[src/rtl/sar_pkg.sv]
package sar_pkg;
  typedef enum logic [1:0] {
    FMT_DLY   = 2'd0,
    FMT_LEFT  = 2'd1,
    FMT_RIGHT = 2'd2,
    FMT_SLOT  = 2'd3
  } fmt_e;

  typedef enum logic [1:0] {
    WL_16  = 2'd0,
    WL_20  = 2'd1,
    WL_24  = 2'd2,
    WL_24B = 2'd3
  } wlen_e;
endpackage

[src/rtl/sar_sync.sv]
module sar_sync #(
  parameter int STAGES = 2,
  parameter int N      = 3
) (
  input  logic         clk_i,
  input  logic         rst_ni,
  input  logic [N-1:0] d_i,
  output logic [N-1:0] q_o
);
  logic [STAGES-1:0][N-1:0] st_q;

  generate
    if (STAGES == 1) begin : g_one
      always_ff @(posedge clk_i or negedge rst_ni) begin
        if (!rst_ni) st_q <= '0;
        else         st_q <= d_i;
      end
    end else begin : g_chain
      always_ff @(posedge clk_i or negedge rst_ni) begin
        if (!rst_ni) st_q <= '0;
        else         st_q <= {st_q[STAGES-2:0], d_i};
      end
    end
  endgenerate

  assign q_o = st_q[STAGES-1];
endmodule

[src/rtl/sar_framer.sv]
module sar_framer
  import sar_pkg::*;
#(
  parameter int SLOT_BITS = 32,
  parameter int MAX_SLOTS = 8,
  parameter int MAX_W     = 24,
  localparam int CH_W     = (MAX_SLOTS > 1) ? $clog2(MAX_SLOTS) : 1,
  localparam int WB_W     = $clog2(MAX_W + 1)
) (
  input  logic            clk_i,
  input  logic            rst_ni,
  input  logic            bclk_s_i,
  input  logic            fs_s_i,
  input  fmt_e            fmt_i,
  input  logic [WB_W-1:0] wbits_i,
  output logic            bit_en_o,
  output logic            win_o,
  output logic            last_o,
  output logic [CH_W-1:0] chan_o
);
  localparam int SLOT_LG = $clog2(SLOT_BITS);
  localparam int CNT_W   = $clog2(SLOT_BITS * MAX_SLOTS) + 1;
  localparam int SLOT_W  = CNT_W - SLOT_LG;
  localparam logic [CNT_W-1:0]   CNT_MAX = {CNT_W{1'b1}};
  localparam logic [SLOT_LG:0]   SLOT_X  = (SLOT_LG+1)'(SLOT_BITS);
  localparam logic [SLOT_LG:0]   ONE_X   = (SLOT_LG+1)'(1);
  localparam logic [SLOT_W-1:0]  NSLOT_X = SLOT_W'(MAX_SLOTS);

  logic             bclk_d_q, fs_d_q, seen_q, locked_q;
  logic [CNT_W-1:0] cnt_q, pos_c;
  logic [CH_W-1:0]  ch_q;

  logic             tdm, frame_edge, stereo_ch, slot_ok, locked_now;
  logic [SLOT_W-1:0] slot_c;
  logic [SLOT_LG:0] off_x, wb_x, start_c, end_c;

  assign bit_en_o = bclk_s_i & ~bclk_d_q;
  assign tdm      = (fmt_i == FMT_SLOT);

  always_comb begin
    frame_edge = seen_q & (tdm ? (fs_s_i & ~fs_d_q) : (fs_s_i ^ fs_d_q));
    if (frame_edge)           pos_c = '0;
    else if (cnt_q == CNT_MAX) pos_c = cnt_q;
    else                      pos_c = cnt_q + CNT_W'(1);
    // delayed framing: low level is channel 0; aligned framings: high level
    stereo_ch  = (fmt_i == FMT_DLY) ? fs_s_i : ~fs_s_i;
    slot_c     = pos_c[CNT_W-1:SLOT_LG];
    off_x      = {1'b0, pos_c[SLOT_LG-1:0]};
    slot_ok    = tdm ? (slot_c < NSLOT_X) : (slot_c == '0);
    locked_now = locked_q | frame_edge;
    wb_x       = (SLOT_LG+1)'(wbits_i);
    unique case (fmt_i)
      FMT_DLY:   start_c = ONE_X;
      FMT_RIGHT: start_c = SLOT_X - wb_x;
      default:   start_c = '0;
    endcase
    end_c  = start_c + wb_x - ONE_X;
    win_o  = locked_now & slot_ok & (off_x >= start_c) & (off_x <= end_c);
    last_o = win_o & (off_x == end_c);
    if (tdm)             chan_o = slot_c[CH_W-1:0];
    else if (frame_edge) chan_o = CH_W'(stereo_ch);
    else                 chan_o = ch_q;
  end

  always_ff @(posedge clk_i or negedge rst_ni) begin
    if (!rst_ni) begin
      bclk_d_q <= 1'b0;
      fs_d_q   <= 1'b0;
      seen_q   <= 1'b0;
      locked_q <= 1'b0;
      cnt_q    <= '0;
      ch_q     <= '0;
    end else begin
      bclk_d_q <= bclk_s_i;
      if (bit_en_o) begin
        fs_d_q <= fs_s_i;
        seen_q <= 1'b1;
        cnt_q  <= pos_c;
        if (frame_edge) locked_q <= 1'b1;
        if (frame_edge && !tdm) ch_q <= CH_W'(stereo_ch);
      end
    end
  end
endmodule

[src/rtl/sar_shifter.sv]
module sar_shifter #(
  parameter int MAX_W = 24,
  parameter int OUT_W = 28,
  parameter int CH_W  = 3,
  localparam int WB_W = $clog2(MAX_W + 1)
) (
  input  logic             clk_i,
  input  logic             rst_ni,
  input  logic             bit_en_i,
  input  logic             win_i,
  input  logic             last_i,
  input  logic             sd_i,
  input  logic [WB_W-1:0]  wbits_i,
  input  logic [CH_W-1:0]  chan_i,
  output logic [OUT_W-1:0] sample_o,
  output logic [CH_W-1:0]  chan_o,
  output logic             valid_o
);
  localparam logic [WB_W-1:0] MAX_WB = WB_W'(MAX_W);

  logic [MAX_W-1:0] sh_q, full_c, algn_c;
  logic [WB_W-1:0]  shamt_c;
  logic [OUT_W-1:0] ext_c;

  always_comb begin
    full_c  = {sh_q[MAX_W-2:0], sd_i};
    shamt_c = MAX_WB - wbits_i;
    algn_c  = full_c << shamt_c;
    ext_c   = {{(OUT_W-MAX_W){algn_c[MAX_W-1]}}, algn_c};
  end

  always_ff @(posedge clk_i or negedge rst_ni) begin
    if (!rst_ni) begin
      sh_q     <= '0;
      sample_o <= '0;
      chan_o   <= '0;
      valid_o  <= 1'b0;
    end else begin
      valid_o <= 1'b0;
      if (bit_en_i && win_i) sh_q <= full_c;
      if (bit_en_i && last_i) begin
        valid_o  <= 1'b1;
        sample_o <= ext_c;
        chan_o   <= chan_i;
      end
    end
  end
endmodule

[src/rtl/audio_serial_rx.sv]
module audio_serial_rx
  import sar_pkg::*;
#(
  parameter int SYNC_STAGES = 2,
  parameter int SLOT_BITS   = 32,
  parameter int MAX_SLOTS   = 8,
  parameter int MAX_W       = 24,
  parameter int OUT_W       = 28,
  localparam int CH_W       = (MAX_SLOTS > 1) ? $clog2(MAX_SLOTS) : 1,
  localparam int WB_W       = $clog2(MAX_W + 1)
) (
  input  logic             clk_i,
  input  logic             rst_ni,
  input  logic             bclk_i,
  input  logic             fclk_i,
  input  logic             sdata_i,
  input  logic [1:0]       fmt_i,
  input  logic [1:0]       wlen_i,
  output logic [OUT_W-1:0] sample_o,
  output logic [CH_W-1:0]  chan_o,
  output logic             valid_o
);
  logic [2:0]      line_s;
  logic [WB_W-1:0] wbits;
  logic            bit_en, win, last;
  logic [CH_W-1:0] chan_c;

  always_comb begin
    unique case (wlen_e'(wlen_i))
      WL_16:   wbits = WB_W'(16);
      WL_20:   wbits = WB_W'(20);
      default: wbits = WB_W'(MAX_W);
    endcase
  end

  sar_sync #(.STAGES(SYNC_STAGES), .N(3)) u_sync (
    .clk_i  (clk_i),
    .rst_ni (rst_ni),
    .d_i    ({bclk_i, fclk_i, sdata_i}),
    .q_o    (line_s)
  );

  sar_framer #(.SLOT_BITS(SLOT_BITS), .MAX_SLOTS(MAX_SLOTS), .MAX_W(MAX_W)) u_framer (
    .clk_i    (clk_i),
    .rst_ni   (rst_ni),
    .bclk_s_i (line_s[2]),
    .fs_s_i   (line_s[1]),
    .fmt_i    (fmt_e'(fmt_i)),
    .wbits_i  (wbits),
    .bit_en_o (bit_en),
    .win_o    (win),
    .last_o   (last),
    .chan_o   (chan_c)
  );

  sar_shifter #(.MAX_W(MAX_W), .OUT_W(OUT_W), .CH_W(CH_W)) u_shift (
    .clk_i    (clk_i),
    .rst_ni   (rst_ni),
    .bit_en_i (bit_en),
    .win_i    (win),
    .last_i   (last),
    .sd_i     (line_s[0]),
    .wbits_i  (wbits),
    .chan_i   (chan_c),
    .sample_o (sample_o),
    .chan_o   (chan_o),
    .valid_o  (valid_o)
  );
endmodule

[config.mk]
export PLATFORM = sky130hd
export DESIGN_NAME = audio_serial_rx
export DESIGN_NICKNAME = d
export VERILOG_FILES = /design/src/rtl/sar_pkg.sv /design/src/rtl/sar_sync.sv /design/src/rtl/sar_framer.sv /design/src/rtl/sar_shifter.sv /design/src/rtl/audio_serial_rx.sv
export SDC_FILE = /design/constraint.sdc
export NUM_CORES = 1
export LEC_CHECK = 0
export BUFFER_PORTS_ARGS = -buffer_cell sky130_fd_sc_hd__buf_2
export CAP_MARGIN = 0
export CORE_MARGIN = 2
export CORE_UTILIZATION = 55
export DETAILED_ROUTE_END_ITERATION = 6
export HOLD_SLACK_MARGIN = 0.06
export PLACE_DENSITY = 0.87
export REMOVE_ABC_BUFFERS = 1
export SLEW_MARGIN = 30
export SYNTH_ARGS = -nofsm -noshare
export SYNTH_HDL_FRONTEND = slang
export SYNTH_HIERARCHICAL = 1
export SYNTH_SLANG_ARGS = --single-unit
[constraint.sdc]
create_clock -name clk_i -period 3.2 [get_ports clk_i]
set_input_delay 0.32 -clock clk_i [delete_from_list [all_inputs] [get_ports clk_i]]
set_output_delay 0.32 -clock clk_i [all_outputs]
set_load 0.05 [all_outputs]
==> results of run 1 <==
[registers in the layout, summed over array words and instances, names as in the netlist]
name	count
u_shift/sample_o	24
u_shift/sh_q	23
u_framer/cnt_q	9
u_shift/chan_o	3
u_sync/q_o	3
u_sync/st_q	3
u_framer/bclk_d_q	1
u_framer/ch_q	1
u_framer/fs_d_q	1
u_framer/locked_q	1
u_framer/seen_q	1
u_shift/valid_o	1
[power by group through the flow]
stage | Sequential (mW) | Clock, mW | Combinational [mW]
global placement | 1.09 | 0 | 1.05
detailed placement | 1.10 | 0 | 1.09
global route | 1.10 | 0.715 | 1.38
finish | 1.09 | 0.666 | 1.30
floorplan | 1.28 | 0 | 0.573
CTS | 1.09 | 0.672 | 1.23
[layout make-up]
class	instances	share of cell area (%)
multi-input combinational	372	51.2
sequential	71	30.5
timing repair buffer	91	11.6
tap	108	2.32
clock buffer	9	2.12
inverter	21	1.39
clock inverter	7	0.944
[stage by stage]
stage	hold slack, ps	cells
floorplan	24.4	464
global placement	247	649
detailed placement	255	649
CTS	62.6	676
global route	362	679
finish	354	679
[worst max-delay path by stage]
stage	from	to	slack, ps	cells past startpoint
4_1_cts	wlen_i[1]	u_shift/sh_q[1]$_DFFE_PN0P_	-100	19
6_report	wlen_i[1]	u_shift/sh_q[9]$_DFFE_PN0P_	-310	20
5_1_grt	wlen_i[1]	u_shift/sample_o[23]$_DFFE_PN0P_	-400	18
2_1_floorplan	wlen_i[0]	u_shift/sample_o[12]$_DFFE_PN0P_	-1160	17
3_3_place_gp	wlen_i[1]	u_shift/sample_o[23]$_DFFE_PN0P_	-440	19
3_5_place_dp	wlen_i[1]	u_shift/sample_o[23]$_DFFE_PN0P_	-600	19
[Yosys cell counts, types with 3 or more instances]
cell type / number
sky130_fd_sc_hd__dfrtp_1: 71
sky130_fd_sc_hd__nand2_1: 66
sky130_fd_sc_hd__mux2i_1: 42
sky130_fd_sc_hd__mux2_2: 29
sky130_fd_sc_hd__ha_1: 22
sky130_fd_sc_hd__a21oi_1: 21
sky130_fd_sc_hd__nor2_1: 19
sky130_fd_sc_hd__inv_1: 18
sky130_fd_sc_hd__o21ai_0: 16
sky130_fd_sc_hd__o21ai_1: 13
sky130_fd_sc_hd__nand3_1: 12
sky130_fd_sc_hd__buf_4: 11
sky130_fd_sc_hd__mux4_2: 11
sky130_fd_sc_hd__xnor2_1: 10
sky130_fd_sc_hd__buf_2: 9
sky130_fd_sc_hd__clkbuf_1: 7
sky130_fd_sc_hd__nand2b_1: 7
sky130_fd_sc_hd__nor2b_1: 6
sky130_fd_sc_hd__o31ai_1: 6
sky130_fd_sc_hd__and3_1: 4
sky130_fd_sc_hd__buf_6: 4
sky130_fd_sc_hd__nor3_1: 4
sky130_fd_sc_hd__xor2_1: 4
sky130_fd_sc_hd__a21o_1: 3
sky130_fd_sc_hd__a22o_1: 3
sky130_fd_sc_hd__a31oi_1: 3
sky130_fd_sc_hd__a32o_1: 3
sky130_fd_sc_hd__and4_1: 3
sky130_fd_sc_hd__buf_1: 3
sky130_fd_sc_hd__mux2_1: 3
sky130_fd_sc_hd__nand4_1: 3
sky130_fd_sc_hd__or3_1: 3
[cells by family (layout without fill, tap and decap cells)]
kind of cell	count (synthesis)	after routing	share of synthesized area, %
XOR/XNOR	16	16	3.20
multiplexers	86	86	21.5
buffers and inverters	55	128	5.96
AND/OR/NAND/NOR	141	141	14.2
adder cells (fa/ha/maj)	23	23	6.09
AO/OA/AOI/OAI	91	91	12.3
other	2	15	0.155
flip-flops	71	71	36.6
[per-layer routing]
metal | global-route usage, % | part of all wire [%]
met1 | 32.5 | 39
met2 | 45.4 | 51
met3 | 4.37 | 6.6
met4 | 13.9 | 3.9
met5 | 0 | 0
[worst max-delay path, stage by stage]
cell and delay, ps:
sky130_fd_sc_hd__buf_8 100, sky130_fd_sc_hd__nor2b_4 160, sky130_fd_sc_hd__buf_6 130, sky130_fd_sc_hd__xnor2_2 90, sky130_fd_sc_hd__nand2_1 100, sky130_fd_sc_hd__ha_1 330, sky130_fd_sc_hd__inv_2 60, sky130_fd_sc_hd__ha_4 200
sky130_fd_sc_hd__a21o_1 180, sky130_fd_sc_hd__a21oi_2 140, sky130_fd_sc_hd__xor2_1 220, sky130_fd_sc_hd__ha_1 300, sky130_fd_sc_hd__and3_4 210, sky130_fd_sc_hd__o21ai_4 80, sky130_fd_sc_hd__nand3_2 120, sky130_fd_sc_hd__a311oi_2 300
sky130_fd_sc_hd__nand2_2 120, sky130_fd_sc_hd__buf_6 150, sky130_fd_sc_hd__buf_8 130, sky130_fd_sc_hd__mux2_4 290
[repair_timing]
action / 4_1_cts / 5_1_grt
gates resized for setup: 32 / 11
pin swaps: 8 / 10
cloned: 2 / 0
setup endpoints to repair: 50 / 50
buffers inserted: 7 / 2
hold buffers: 2 / 2
endpoints found under the hold margin: 17 / 2
==> flow_summary.toml, run 1 <==
[final_layout]
nNetsFinal = 598
finalInstanceArea_mm2 = 0.00583
growth_of_design_area_from_synthesis_to_finish_pct = 20.2
fillCellCount = 612
multi_input_area_mm2 = 0.00298
mostFrequentLayoutCells = "sky130_fd_sc_hd__dfrtp_1, sky130_fd_sc_hd__nand2_1, sky130_fd_sc_hd__mux2i_1"
fin_util_pct = 67.5
drive_above_1_share_pct = 31.5
area.sequential_mm2 = 0.00178
most_common_library_cell_in_the_layout_ignoring_fill_and_taps = "sky130_fd_sc_hd__dfrtp_1"
insertedDiodeCount = 0

[critical_path]
timing.setup.critical_path_class = "primary input to register"
crit_path_end_kind = "register"
critPathArrivalTime_ps = 3740
r2r.worst_path.cells = 15
worst_setup_path_start_kind = "primary input"
worstReg2RegEnd = "u_shift/sh_q[9]$_DFFE_PN0P_"
worst_ep_required_time_ps = 3430
crit_fanout = 6
ff2ff_setup_slack_ps = -140
rr_startpoint = "u_framer/cnt_q[0]$_DFFE_PN0P_"

[timing]
final.setup_skew_ps = 12.4
slew_viol_final = 0
summed_negative_setup_slack_over_all_endpoints_ps = -10400
timing.max_slew.rel_slack_pct = 46.9
finalHoldViolations = 0
final.setup.worst_slack_ps = -314
final_clock_period_utilization_by_the_worst_path_pct = 110
grt_setup_unrepaired = "true"
finalSetupViolations = 50
max_clock_freq_ghz = 0.285
post-route-min-period_ps = 3510
worst_pin_slew_ps = 790

[detailed_routing]
avgViaCountPerCell = 6.15
wl_per_cell_um = 19.0
detail_route.drc_violations = 0
drt_iter0_markers = 283
wl_um = 12900
drt_first_pass_iters = 5
routed-via-count = 4176
antenna_left = 0

[place]
placement_cell_area_mm2 = 0.00534
port_buffers = 40
dp_hpwl_um = 8620
post_place_setup_slack_ps = -598
place_congestion = 0.974

[power]
power_frac_seq_pct = 35.7
share_comb_of_total_power_pct = 42.5
net_switching_mw = 1.24
power_mw = 3.05
largest_voltage_drop_on_the_vdd_net_mv = 0.414
p_clk_share_pct = 21.8
power_leakage_nw = 2.86
intPower_mw = 1.82
swShare_pct = 40.5
power_density_mw_per_mm2 = 523

[logic_synthesis]
number_of_synthesized_flops_with_an_enable_pin = 0
synth_largest_area_cell = "sky130_fd_sc_hd__dfrtp_1"
synthDominantCellAreaShare_pct = 36.6
most_common_flop_cell_mapped_by_yosys = "sky130_fd_sc_hd__dfrtp_1"
synth_seq_cells = 71
async_reset_ff_share_pct = 100
syn_area_mm2 = 0.00485
yosys_warnings = 6
synthDistinctLibCells = 67
seq_area_frac_synth_pct = 36.6
syn_avg_cell_area_um2 = 10.0
synthTopCellsByArea = "sky130_fd_sc_hd__dfrtp_1, sky130_fd_sc_hd__mux2i_1, sky130_fd_sc_hd__mux2_2, sky130_fd_sc_hd__ha_1, sky130_fd_sc_hd__nand2_1"
synthesis.instances = 485

[clocking]
clkTransAtPathRegs_ps = 90
number_of_cts_inserted_buffers = 9
tritoncts_clock_tree = "yes"
clock_network_latency_to_the_later_pin_of_the_worst_skew_pair_ps = 350
ctsHtreeMaxLevel = 3
clk_root_buffer_cell = "sky130_fd_sc_hd__clkbuf_8"
cts_sinks = 71
ctsLongestPathBuffers = 2

[global_routing]
global_route_wire_length_before_repair_um = 20500
grt.overflow.total = 0
grt_overall_usage_pct = 26.6
antenna_violations_before_repair = 0
first_global_vias = 4256
grt_start_max_net_pins = 56

[floorplanning]
core_area_mm2 = 0.00864
io_pins = 41
starting_utilization_of_the_core_area_pct = 56.2
die_area_mm2 = 0.00959
dieHeight_um = 97.9
floorplan.die.width_um = 97.9
floorplan.rows = 34

[hold_path]
worst_hold_path_stage_count = 0
hold_start = "u_sync/st_q[2]$_DFF_PN0_"
min_to = "u_sync/q_o[2]$_DFF_PN0_"
hold_class = "register to register"

[job]
maxCapViolCount = 0

[outcome]
violated_checks = "negative setup slack"
status = "complete, but fails checks"
Power figures use the tool's default switching activity.
==> inputs of run 2 (changes only) <==
- CELL_PAD_IN_SITES_DETAIL_PLACEMENT: default -> 1
- CELL_PAD_IN_SITES_GLOBAL_PLACEMENT: default -> 1
- CORE_UTILIZATION: 55 -> 43
==> run 2 against run 1 <==
The flow still finishes with violations (negative setup slack). Highest routed layer unchanged. Utilization decreased by 9.6 points. Worst hold slack lost 270 ps. Largest cell class unchanged. Sequential share of layout area down 2.4 points. First-iteration DRC count rose by 30%. Critical path type unchanged. Power up 15%. Via count increased by 2.4%. Clock-buffer cell count rose by 3. Non-clock buffer count grew 11. Sequential power hardly changed.
==> flow_summary.toml, run 2 (synthesis results as in run 1) <==
[clocking]
clk_root_buffer_cell = "sky130_fd_sc_hd__clkbuf_16"
ctsLongestPathBuffers = 2
clock_network_latency_to_the_later_pin_of_the_worst_skew_pair_ps = 350
number_of_cts_inserted_buffers = 9
ctsHtreeMaxLevel = 3
tritoncts_clock_tree = "yes"
clkTransAtPathRegs_ps = 50
cts_sinks = 71

[global_routing]
antenna_violations_before_repair = 0
first_global_vias = 4320
met3_usage_pct = 4.82
globalRouteMet1Util_pct = 28.7
grt-busiest-layer = "met2"
grt_overall_usage_pct = 24.6
grt_start_max_net_pins = 56
groute.layer.met2.usage_pct = 44.5
global_route_wire_length_before_repair_um = 22500
grt.overflow.total = 0

[final_layout]
growth_of_design_area_from_synthesis_to_finish_pct = 30.5
insertedDiodeCount = 0
most_common_library_cell_in_the_layout_ignoring_fill_and_taps = "sky130_fd_sc_hd__dfrtp_1"
fin_util_pct = 57.9
registers.top_by_ff_count = "u_shift/sample_o"
largest_reg_flops = 24
multi_input_area_mm2 = 0.00322
area.sequential_mm2 = 0.00178
mostFrequentLayoutCells = "sky130_fd_sc_hd__dfrtp_1, sky130_fd_sc_hd__nand2_1, sky130_fd_sc_hd__buf_4"
finalInstanceArea_mm2 = 0.00633
nNetsFinal = 609
reg.largest.list = "u_shift/sample_o: 24 flops, u_shift/sh_q: 23 flops, u_framer/cnt_q: 9 flops"
fillCellCount = 1182
drive_above_1_share_pct = 39.6

[place]
placement_cell_area_mm2 = 0.00538
dp_hpwl_um = 9820
port_buffers = 40
place_congestion = 0.912

[timing]
summed_negative_setup_slack_over_all_endpoints_ps = -6800
worst_pin_slew_ps = 836
max_clock_freq_ghz = 0.288
finalSetupViolations = 47
post-route-min-period_ps = 3470
finalHoldViolations = 0
grt_setup_unrepaired = "true"
final.setup_skew_ps = 12.7
timing.max_slew.rel_slack_pct = 43.7
slew_viol_final = 0
final_clock_period_utilization_by_the_worst_path_pct = 108
final.setup.worst_slack_ps = -269

[detailed_routing]
antenna_left = 0
drt_first_pass_iters = 4
drt_iter0_markers = 368
detail_route.drc_violations = 0
wl_per_cell_um = 22.3
routed-via-count = 4276
avgViaCountPerCell = 5.93
wl_um = 16100

[critical_path]
crit_chain = "buf_8, nor2b_4, nor3_4, xnor2_1, nand2_1, ha_1, inv_1, ha_4, a21oi_2, xor2_1, ha_1, and3_4, o21ai_2, nand3_2, a311oi_2, nand2_2, buf_12, buf_16, mux2_2"
ff2ff_setup_slack_ps = -250
r2r.worst_path.cells = 18
crit_fanout = 11
critPathSlowestCell = "sky130_fd_sc_hd__ha_1"
timing.setup.critical_path_class = "primary input to register"
worst-path-buf-inv = 4
worst_ep_required_time_ps = 3420
critPathArrivalTime_ps = 3680
worst_setup_path_start_kind = "primary input"
crit_path_end_kind = "register"
rr_startpoint = "u_framer/fs_d_q$_DFFE_PN0P_"
worstReg2RegEnd = "u_shift/sample_o[16]$_DFFE_PN0P_"
cp_slowest_stage_delay_ps = 310
critical_path.most_common_cell = "sky130_fd_sc_hd__ha_1"
critical-path-top-delay-family = "simple AND/OR/NAND/NOR gates"

[outcome]
status = "complete, but fails checks"
violated_checks = "negative setup slack"

[power]
intPower_mw = 2.17
power_frac_seq_pct = 31.5
share_comb_of_total_power_pct = 40.9
power_leakage_nw = 3.03
net_switching_mw = 1.35
p_clk_share_pct = 27.6
swShare_pct = 38.3
largest_voltage_drop_on_the_vdd_net_mv = 0.520
power_density_mw_per_mm2 = 556

[job]
maxCapViolCount = 0

[hold_path]
hold_class = "primary input to register"
min_to = "u_sync/st_q[0]$_DFF_PN0_"
worst_hold_path_stage_count = 1
hold_start = "sdata_i"

[floorplanning]
die_area_mm2 = 0.0121
core_area_mm2 = 0.0109
floorplan.rows = 38
dieHeight_um = 110
io_pins = 41
floorplan.die.width_um = 110
starting_utilization_of_the_core_area_pct = 44.4
## run 2: cell types whose count changed in the layout (fill, tap and decap cells not counted), moves of 5 or more
cell and change:
sky130_fd_sc_hd__clkbuf_8 -6, sky130_fd_sc_hd__o21ai_1 -7, sky130_fd_sc_hd__clkbuf_16 +9, sky130_fd_sc_hd__nand2_1 -11, sky130_fd_sc_hd__nand2_2 +7, sky130_fd_sc_hd__o21ai_2 +10
sky130_fd_sc_hd__buf_4 +5, sky130_fd_sc_hd__buf_6 +8
## run 2: per-layer routing
metal,up-vias,part of all wire (%)
li1,1907,-
met1,2190,39
met2,136,54
met3,43,4.2
met4,0,3.5
met5,-,0
## run 2: layout make-up
cell class	instances	share of cell area [%]
clock inverter	3	0.277
inverter	21	1.36
multi-input combinational	372	50.8
timing repair buffer	102	12.5
tap	140	2.77
clock buffer	12	4.21
sequential	71	28.1
## run 2: repair_timing
item / in CTS / in global routing
endpoints found under the setup margin: 51 / 50
gates cloned: 2 / 0
hold buffers: 1 / 0
setup buffers: 7 / 16
endpoints found under the hold margin: 16 / 0
resized for setup: 31 / 81
pin swaps: 3 / 36
## run 2: stage by stage
stage	setup slack [ps]	total power, mW	std cells	hold slack (ps)
finish	-269	3.52	721	86.9
global route	-365	3.69	721	71.2
CTS	-125	3.31	708	79.4
detailed placement	-723	2.24	683	273
global placement	-462	2.17	683	256
floorplan	-1160	1.85	464	24.4
## run 2: worst max-delay path by stage
stage                    from                          endpoint  slack, ps  cells after the start
global placement    wlen_i[1]  u_shift/sample_o[23]$_DFFE_PN0P_       -460                     18
CTS                 wlen_i[1]      u_shift/sh_q[12]$_DFFE_PN0P_       -130                     19
global route        wlen_i[1]      u_shift/sh_q[22]$_DFFE_PN0P_       -360                     19
detailed placement  wlen_i[0]       u_shift/sh_q[1]$_DFFE_PN0P_       -720                     18
finish              wlen_i[1]      u_shift/sh_q[21]$_DFFE_PN0P_       -270                     19
floorplan           wlen_i[0]  u_shift/sample_o[12]$_DFFE_PN0P_      -1160                     17
## run 2: worst reg2reg max path: stages (launching register included)
cell,delay [ps]
sky130_fd_sc_hd__dfrtp_1,330
sky130_fd_sc_hd__inv_1,60
sky130_fd_sc_hd__ha_1,290
sky130_fd_sc_hd__a21oi_2,40
sky130_fd_sc_hd__o21a_2,250
sky130_fd_sc_hd__buf_6,130
sky130_fd_sc_hd__a211oi_1,240
sky130_fd_sc_hd__buf_4,200
sky130_fd_sc_hd__ha_4,130
sky130_fd_sc_hd__o211ai_1,110
sky130_fd_sc_hd__a21oi_1,200
sky130_fd_sc_hd__o21ai_2,90
sky130_fd_sc_hd__buf_4,150
sky130_fd_sc_hd__nor4b_4,260
sky130_fd_sc_hd__nand2_2,170
sky130_fd_sc_hd__clkinv_4,140
sky130_fd_sc_hd__buf_6,100
sky130_fd_sc_hd__o21ai_2,50
sky130_fd_sc_hd__o32a_1,360
## run 2: power groups by stage
stage	clock, mW	sequential [mW]	combinational [mW]
2_1_floorplan	0	1.28	0.573
5_1_grt	1.03	1.12	1.53
4_1_cts	0.969	1.10	1.24
3_5_place_dp	0	1.11	1.13
3_3_place_gp	0	1.10	1.07
6_report	0.971	1.11	1.44
